<file path="config.mk">
export PLATFORM = sky130hd
export DESIGN_NAME = lsa_aligner
export DESIGN_NICKNAME = d
export VERILOG_FILES = /design/src/rtl/lsa_pkg.sv /design/src/rtl/lsa_lane_dec.sv /design/src/rtl/lsa_store_path.sv /design/src/rtl/lsa_load_path.sv /design/src/rtl/lsa_aligner.sv
export SDC_FILE = /design/constraint.sdc
export NUM_CORES = 1
export LEC_CHECK = 0
export BUFFER_PORTS_ARGS = -buffer_cell sky130_fd_sc_hd__buf_2
export CAP_MARGIN = 20
export CORE_AREA = 3 3 79 81
export DETAILED_ROUTE_END_ITERATION = 8
export DIE_AREA = 0 0 82 84
export PLACE_DENSITY = 0.72
export SYNTH_ARGS = -nofsm -noshare
export SYNTH_HDL_FRONTEND = slang
export SYNTH_HIERARCHICAL = 1
export SYNTH_SLANG_ARGS = --single-unit
</file>
<file path="constraint.sdc">
create_clock -name clk -period 1.3 [get_ports clk]
set_input_delay 0.325 -clock clk [delete_from_list [all_inputs] [get_ports clk]]
set_output_delay 0.325 -clock clk [all_outputs]
set_load 0.01 [all_outputs]
</file>
<file path="src/rtl/lsa_pkg.sv">
package lsa_pkg;
  localparam int BYTE_W = 8;

  typedef enum logic {
    XFER_BYTE = 1'b0,
    XFER_WORD = 1'b1
  } xfer_e;
endpackage

</file>
<file path="src/rtl/lsa_lane_dec.sv">
module lsa_lane_dec #(
  parameter int ADDR_W = 32,
  parameter int LANES  = 4
) (
  input  logic              req_valid,
  input  logic              req_store,
  input  lsa_pkg::xfer_e    xfer,
  input  logic              big_endian,
  input  logic [ADDR_W-1:0] ea,
  output logic [$clog2(LANES)-1:0] lane,
  output logic              misalign,
  output logic              issue,
  output logic [LANES-1:0]  wr_en,
  output logic [ADDR_W-1:0] word_addr
);
  localparam int LSB_W = $clog2(LANES);
  localparam logic [LSB_W-1:0] LAST_LANE = LSB_W'(LANES - 1);

  // physical bus lane for a byte offset under the chosen ordering
  function automatic logic [LSB_W-1:0] phys_lane(input logic [LSB_W-1:0] off,
                                                 input logic big);
    return big ? (LAST_LANE - off) : off;
  endfunction

  logic [LSB_W-1:0] offset;
  logic             is_word;
  logic             store_issue;

  assign offset      = ea[LSB_W-1:0];
  assign is_word     = (xfer == lsa_pkg::XFER_WORD);
  assign lane        = phys_lane(offset, big_endian);
  assign misalign    = req_valid & is_word & (|offset);
  assign issue       = req_valid & ~misalign;
  assign store_issue = issue & req_store;
  assign word_addr   = {ea[ADDR_W-1:LSB_W], {LSB_W{1'b0}}};

  for (genvar g = 0; g < LANES; g++) begin : g_en
    assign wr_en[g] = store_issue & (is_word | (lane == LSB_W'(g)));
  end
endmodule

</file>
<file path="src/rtl/lsa_store_path.sv">
module lsa_store_path #(
  parameter int DATA_W = 32
) (
  input  lsa_pkg::xfer_e    xfer,
  input  logic [DATA_W-1:0] st_data,
  output logic [DATA_W-1:0] wdata
);
  localparam int LANES = DATA_W / lsa_pkg::BYTE_W;

  for (genvar g = 0; g < LANES; g++) begin : g_lane
    assign wdata[g*lsa_pkg::BYTE_W +: lsa_pkg::BYTE_W] =
      (xfer == lsa_pkg::XFER_WORD) ? st_data[g*lsa_pkg::BYTE_W +: lsa_pkg::BYTE_W]
                                   : st_data[lsa_pkg::BYTE_W-1:0];
  end
endmodule

</file>
<file path="src/rtl/lsa_load_path.sv">
module lsa_load_path #(
  parameter int DATA_W = 32,
  parameter int LSB_W  = 2
) (
  input  logic              clk,
  input  logic              rst_n,
  input  logic              capture,
  input  lsa_pkg::xfer_e    xfer,
  input  logic [LSB_W-1:0]  lane,
  input  logic [DATA_W-1:0] mem_rdata,
  output logic              ld_valid,
  output logic [DATA_W-1:0] ld_data
);
  localparam int BW = lsa_pkg::BYTE_W;

  logic             vld_q;
  lsa_pkg::xfer_e   xfer_q;
  logic [LSB_W-1:0] lane_q;

  function automatic logic [DATA_W-1:0] shape(input logic [DATA_W-1:0] word,
                                              input lsa_pkg::xfer_e x,
                                              input logic [LSB_W-1:0] ln);
    if (x == lsa_pkg::XFER_WORD) return word;
    return {{(DATA_W-BW){1'b0}}, word[ln*BW +: BW]};
  endfunction

  always_ff @(posedge clk) begin
    if (!rst_n) begin
      vld_q  <= 1'b0;
      xfer_q <= lsa_pkg::XFER_BYTE;
      lane_q <= '0;
    end else begin
      vld_q <= capture;
      if (capture) begin
        xfer_q <= xfer;
        lane_q <= lane;
      end
    end
  end

  assign ld_valid = vld_q;
  assign ld_data  = vld_q ? shape(mem_rdata, xfer_q, lane_q) : '0;
endmodule

</file>
<file path="src/rtl/lsa_aligner.sv">
module lsa_aligner #(
  parameter int ADDR_W = 32,
  parameter int DATA_W = 32
) (
  input  logic              clk,
  input  logic              rst_n,
  input  logic              req_valid,
  input  logic              req_store,
  input  logic              req_word,
  input  logic              big_endian,
  input  logic [ADDR_W-1:0] ea,
  input  logic [DATA_W-1:0] st_data,
  input  logic [DATA_W-1:0] mem_rdata,
  output logic [ADDR_W-1:0] mem_addr,
  output logic              mem_req,
  output logic [DATA_W/8-1:0] mem_be,
  output logic [DATA_W-1:0] mem_wdata,
  output logic              misalign,
  output logic              ld_valid,
  output logic [DATA_W-1:0] ld_data
);
  localparam int LANES = DATA_W / lsa_pkg::BYTE_W;
  localparam int LSB_W = $clog2(LANES);

  lsa_pkg::xfer_e   xfer;
  logic [LSB_W-1:0] lane;
  logic             issue;
  logic             load_issue;

  assign xfer       = req_word ? lsa_pkg::XFER_WORD : lsa_pkg::XFER_BYTE;
  assign load_issue = issue & ~req_store;
  assign mem_req    = issue;

  lsa_lane_dec #(.ADDR_W(ADDR_W), .LANES(LANES)) u_dec (
    .req_valid (req_valid),
    .req_store (req_store),
    .xfer      (xfer),
    .big_endian(big_endian),
    .ea        (ea),
    .lane      (lane),
    .misalign  (misalign),
    .issue     (issue),
    .wr_en     (mem_be),
    .word_addr (mem_addr)
  );

  lsa_store_path #(.DATA_W(DATA_W)) u_st (
    .xfer   (xfer),
    .st_data(st_data),
    .wdata  (mem_wdata)
  );

  lsa_load_path #(.DATA_W(DATA_W), .LSB_W(LSB_W)) u_ld (
    .clk      (clk),
    .rst_n    (rst_n),
    .capture  (load_issue),
    .xfer     (xfer),
    .lane     (lane),
    .mem_rdata(mem_rdata),
    .ld_valid (ld_valid),
    .ld_data  (ld_data)
  );
endmodule

</file>
==> results of run 1 <==
[routing by layer]
layer	vias up	share of wire [%]	GRT usage, %
li1	843	-	-
met1	822	36	17.62
met2	86	54	27.77
met3	20	8.0	3.780
met4	0	1.5	4.985
met5	-	0	0
[sequential cells by signal, indices dropped and copies added, names as in the netlist]
name and flops:
u_ld/ld_valid 1, u_ld/xfer_q 1, u_ld/lane_q 2
[cells in the mapped netlist (4+ instances only)]
master    n  area [um2]
o22ai_1   8       50.05
buf_4    41       307.8
dfxtp_1   4       80.08
inv_1     4       15.01
mux2_4   20       300.3
nor2_1    9       33.78
a21oi_1   4       20.02
o21ai_1   6       30.03
buf_2     4       20.02
and3_1   24       150.1
nor2b_1   4       25.02
mux2_2   12       135.1
[logic make-up (layout without fill, tap and decap cells)]
group,count (synthesis),count (layout),share of synthesized area (%)
AND/OR/NAND/NOR,52,52,21.71
flip-flops,4,4,5.470
AO/OA/AOI/OAI,24,24,10.26
buffers and inverters,57,184,29.32
multiplexers,35,35,31.80
other,1,2,0.2562
XOR/XNOR,2,2,1.197
[worst paths after layout]
path              slack (ps)  depth (start not counted)             end
hold reg to reg          700                          3  u_ld/lane_q[0]
hold / removal           360                          2   u_ld/ld_valid
setup / recovery        -410                          4      ld_data[1]
setup reg to reg         370                          4     u_ld/xfer_q
[placed cells by master, fill, tap and decap left out, types with 2 or more instances in the layout]
cell type  Yosys  final
o22ai_1        8      7
buf_6          1     55
a21oi_1        4      2
buf_8          0      3
buf_2          4     90
o21ai_1        6      2
o21ai_2        0      4
buf_4         41     19
o221ai_2       0      2
clkbuf_8       0      3
mux2_4        20     27
nor2_1         9      9
dfxtp_4        0      3
buf_12         3      5
xor2_1         2      2
conb_1         1      2
mux2_2        12      5
buf_16         0      3
a21oi_2        0      2
a311oi_1       2      2
mux2i_1        3      3
nand3_1        2      2
and3_4         0     23
inv_1          4      4
nand2b_1       2      2
nor2b_1        4      4
[power groups by stage]
stage | combinational, mW | clock (mW) | sequential, mW
global route | 0.866 | 0.278 | 0.136
detailed placement | 0.583 | 0 | 0.139
global placement | 0.572 | 0 | 0.138
CTS | 0.796 | 0.270 | 0.136
floorplan | 0.444 | 0 | 0.137
finish | 0.813 | 0.260 | 0.134
[per-stage QoR]
stage                     util [%]  instance area, um2  power, mW  hold slack (ps)
after floorplan                  -                1513     0.5810            452.3
after global placement       37.22                2062     0.7103            573.1
after detailed placement     37.22                2062     0.7222            580.7
after CTS                    50.84                2816      1.202            358.1
after global routing         53.00                2937      1.280            369.8
final                        53.00                2937      1.208            362.3
[cell type report]
class | instances | area share (%)
Timing Repair Buffer | 177 | 51.00
Multi-Input combinational cell | 115 | 40.90
Sequential cell | 4 | 3.110
Tap cell | 72 | 3.068
Clock buffer | 3 | 1.406
Inverter | 4 | 0.5113
[timing repair]
| action | 4_1_cts | 5_1_grt |
|---|---|---|
| resized for setup | 95 | 34 |
| pin swaps | 14 | 18 |
| setup endpoints to repair | 62 | 64 |
| cloned | 7 | 1 |
| setup buffers | 9 | 7 |
==> results by group, run 1 <==
Power and ir drop
  • Maximum vdd ir drop: 0.2397 mV
  • Comb pwr share: 67.3%
  • P_leak: ~1.5 nW
  • Power density of the placed cells: between 400 and 500 nW/um2
  • Seq pwr share: ~11%
  • Switching portion of total power: between 30% and 40%
  • Clock power share: ~22%
  • Int Pwr: a little over 0.8 mW
  • Psw: slightly below 0.4 mW

Timing
  • Fmax achieved: ~600 MHz
  • RSZ-0062 raised after global routing: true
  • Final period utilization: 131.2%
  • Final WS setup: -406.1 ps
  • Clock skew: 0 ps
  • Min Tclk post-route: roughly 1700 ps
  • Slew Limit Fails: 0
  • Fin. Hold Viols: 0
  • Setup TNS: -10070 ps
  • # setup viols final: between 60 and 70

Clock network
  • Worst-path clk slew: ~30 ps
  • Clk buf depth: 2
  • Number of hold-repair buffers added at the cts stage: 0
  • TritonCTS buffer count: 3
  • H-tree depth: 1
  • CTS tree: built
  • Sink Count: 4
  • Clk_lat worst skew: about 220 ps
  • Clock Tree Root: clkbuf_8

Setup path
  • Worst endpoint data arrival time: roughly 1400 ps
  • Slowest cell on crit path: or3b_4
  • Reg2reg start: u_ld/xfer_q
  • CP Capture Type: output port
  • Crit-path leading delay family: simple AND/OR/NAND/NOR gates
  • CP cell instances: or3b_4 > o21ai_1 > nor2_1 > buf_2
  • Crit path launch: u_ld/lane_q[1]
  • CP Launch Type: flop
  • CP bufs+invs: 1
  • Kind of critical path: flop to output port
  • Max incr delay on CP: 450 ps
  • Crit Path Max Fanout: 8
  • Critical Path RT: about 980 ps

Finish
  • Reg area: between 90 and 100 um2
  • Post-route insts no fill: roughly 380
  • Multi-input logic area: roughly 1200 um2
  • Layout area overhead: 100.6%
  • Fillcell total: 515
  • Antenna Cells: 0
  • Nets: about 410
  • Layout cells sized above 1: a little over four fifths

Floorplanning
  • Initial core utilization: a little over a quarter
  • Die height: around 84 um
  • FP Rows: 27
  • CORE AREA: about 5500 um2
  • Width of the die: 82 um
  • DIE AREA: approximately 6900 um2
  • I/O pins: about 200

Synthesis
  • Sequential-to-total area share from yosys stat: ~5.5%
  • Cells after Synth: 175
  • Netlist cell types: 34
  • Post-Syn Area: 1464 um2
  • Number of enable flip-flop cells after synthesis: 0
  • Syn Area/Cell: 8.365 um2
  • Number of synthesized register bits: 4
  • Dominant synthesized flop cell: dfxtp_1
  • Ys Warns: 6
  • FFs w/ async S/R, synth: 0%

GRT
  • First-pass GRT wire length: 8645 um
  • Total global routing track utilization: 15.57%
  • Vias in the first global route: approximately 1800
  • GRT overflow: 0
  • Largest net degree at the start of global routing: 17
  • Initial antenna violation count: 0

Drt
  • DRT Pass-1 Iters: 4
  • Routed WL: approximately 6000 um
  • Drc violations: 0
  • Vias/cell: 4.723
  • DR vias: ~1800
  • 1st-iter DRT viols: 40
  • Wirelength per Cell: 16.06 um
  • DRT antenna net count: 0

Place
  • Final HPWL DP: roughly 4000 um
  • Gp weighted congestion: just under 0.8
  • Cells after DPL: between 300 and 400
  • Pre-CTS WS: -224.5 ps
  • I/O Buffers: about 140

Run
  • Max cap viols: 0

Outcome
  • Failing checks: negative setup slack
  • Outcome: finished with violations

Min path
  • Worst min path class: primary input to flop
  • Worst Hold Launch: rst_n
Note: power is estimated with default switching activity, not from simulation.
==> inputs of run 2 (changes only) <==
--- a/config.mk
+++ b/config.mk
@@ -7,10 +7,10 @@
 export LEC_CHECK = 0
 export BUFFER_PORTS_ARGS = -buffer_cell sky130_fd_sc_hd__buf_2
 export CAP_MARGIN = 20
-export CORE_AREA = 3 3 79 81
+export CORE_AREA = 3 3 77 79
 export DETAILED_ROUTE_END_ITERATION = 8
-export DIE_AREA = 0 0 82 84
-export PLACE_DENSITY = 0.72
+export DIE_AREA = 0 0 80 82
+export PLACE_DENSITY = 0.73
 export SYNTH_ARGS = -nofsm -noshare
 export SYNTH_HDL_FRONTEND = slang
 export SYNTH_HIERARCHICAL = 1
==> constraint.sdc (replaced) <==
create_clock -name clk -period 1.6 [get_ports clk]
set_input_delay 0.4 -clock clk [delete_from_list [all_inputs] [get_ports clk]]
set_output_delay 0.4 -clock clk [all_outputs]
set_load 0.01 [all_outputs]
==> run 2 against run 1 <==
- the run still ends with negative setup slack left
- clock power fell by 20%
- setup slack improved by 260 ps
- sequential power fell by 16%
- combinational power fell by 35%
- critical endpoint unchanged
==> results by group, run 2 (synthesis gave the netlist of run 1 again) <==
Finish
  • Most common cell after layout, fill and taps aside: buf_2
  • Post-route cell area: roughly 2300 um2
  • Layout area overhead: 55.64%
  • Antenna Cells: 0
  • Layout cells sized above 1: between 70% and 80%
  • Nets: approximately 390
  • Top reg by flops: u_ld/lane_q
  • Post-Route Utilization: 42.15%
  • Most frequent cells in the layout: 138 x buf_2, 25 x mux2_4, 24 x and3_1, 9 x nor2_1, 8 x buf_4
  • Max FFs per register: 2

Setup path
  • Crit Path Max Fanout: 6
  • Crit-path leading delay family: simple AND/OR/NAND/NOR gates
  • Kind of critical path: flop to output port
  • CP Capture Type: output port
  • Critical Path RT: 1200 ps
  • Worst endpoint data arrival time: about 1300 ps
  • CP cell instances: or3b_4 > o21ai_1 > nor2_1 > buf_2
  • Max incr delay on CP: roughly 460 ps
  • CP bufs+invs: 1
  • Slowest cell on crit path: or3b_4
  • CP Launch Type: flop

Place
  • Gp weighted congestion: ~0.75
  • Cell Area, Placed: between 1500 and 2000 um2
  • Pre-CTS WS: -89.05 ps
  • Final HPWL DP: 3979 um
  • I/O Buffers: 142

Timing
  • Fmax achieved: between 500 and 600 MHz
  • Min Tclk post-route: roughly 1700 ps
  • Slew Limit Fails: 0
  • Clock skew: 0 ps
  • # setup viols final: 9
  • RSZ-0062 raised after global routing: true
  • Final WS setup: -144.0 ps
  • Fin. Hold Viols: 0
  • Final period utilization: 109.0%

Power and ir drop
  • Power density of the placed cells: 372.0 nW/um2
  • Maximum vdd ir drop: 0.5209 mV
  • P_leak: 1.313 nW

Drt
  • Vias/cell: ~4.5
  • Wirelength per Cell: about 15 um
  • DRT antenna net count: 0
  • DRT Pass-1 Iters: 4
  • DR vias: between 1500 and 2000
  • Routed WL: slightly above 5000 um
  • Drc violations: 0
  • 1st-iter DRT viols: 37

GRT
  • GRT overflow: 0
  • Total global routing track utilization: around an eighth
  • Met2 usage: between 20% and 30%
  • Initial antenna violation count: 0
  • Largest net degree at the start of global routing: 27
  • Grt met3 use: about 3.6%
  • First-pass GRT wire length: about 6800 um
  • GR peak layer: met2
  • GR Util met1: 16.30%
  • Vias in the first global route: roughly 1400

Floorplanning
  • Initial core utilization: 27.08%
  • Width of the die: roughly 80 um
  • CORE AREA: approximately 5400 um2
  • I/O pins: between 200 and 250
  • DIE AREA: about 6600 um2
  • FP Rows: 27
  • Die height: slightly above 80 um

Run
  • Max cap viols: 0

Clock network
  • Clk_lat worst skew: roughly 210 ps
  • Clock Tree Root: clkbuf_8
  • Number of hold-repair buffers added at the cts stage: 0
  • Sink Count: 4
  • Worst-path clk slew: approximately 30 ps
  • Clk buf depth: 2
  • H-tree depth: 1
  • TritonCTS buffer count: 3
  • CTS tree: built

Min path
  • Worst min path class: primary input to flop

Outcome
  • Failing checks: negative setup slack
  • Outcome: finished with violations
[run 2: changes by cell type in the layout (fill, tap and decap cells not counted), sizes merged]
| cell | delta |
|---|---|
| bufbuf | -1 |
| buf | -20 |
[run 2: worst register-to-register path: cells and delay by family (launching register included)]
kind,cells,cell delay (ps)
buf+inv,2,260
flops,1,320
simple gates,1,60
mux,1,120
[run 2: final cells by class]
cell class,count,area (um2)
inverter,4,15.01
multi-input combinational,115,1121
clock buffer,3,41.29
tap,72,90.09
fill,568,3127
sequential,4,87.58
timing repair buffer,156,923.4
[run 2: power breakdown]
group / internal (mW) / switching, mW / leakage [nW]
Combinational: 0.297 / 0.230 / 1.26
Sequential: 0.105 / 0.00795 / 0.0347
Clock: 0.160 / 0.0478 / 0.0216
[run 2: worst paths after layout]
kind / from / depth (start not counted) / slack [ps] / to
hold reg to reg: u_ld/lane_q[0] / 2 / 600 / u_ld/lane_q[0]
setup reg to reg: u_ld/lane_q[1] / 4 / 730 / u_ld/lane_q[1]
setup / recovery: u_ld/xfer_q / 4 / -140 / ld_data[1]
hold / removal: rst_n / 2 / 430 / u_ld/xfer_q
[run 2: stage by stage]
step / power (mW) / hold slack (ps) / std cells / setup TNS, ps
global placement: 0.5502 / 566.6 / 348 / -1021
detailed placement: 0.5594 / 620.0 / 348 / -1473
CTS: 0.8118 / 425.6 / 353 / -1001
floorplan: 0.4577 / 527.3 / 176 / 0
finish: 0.8476 / 427.0 / 354 / -971.6
global route: 0.9029 / 442.3 / 354 / -1396
[run 2: metal layers]
metal | vias to the layer above | share of wire [%]
met3 | 8 | 9.6
met1 | 722 | 41
met4 | 0 | 0.52
met5 | - | 0
met2 | 77 | 49
li1 | 793 | -
[run 2: timing repair]
action	4_1_cts	5_1_grt
buffers inserted	1	0
pin swaps	8	5
setup endpoints to repair	54	22
cloned	1	1
hold endpoints to repair	0	0
gates resized for setup	23	29
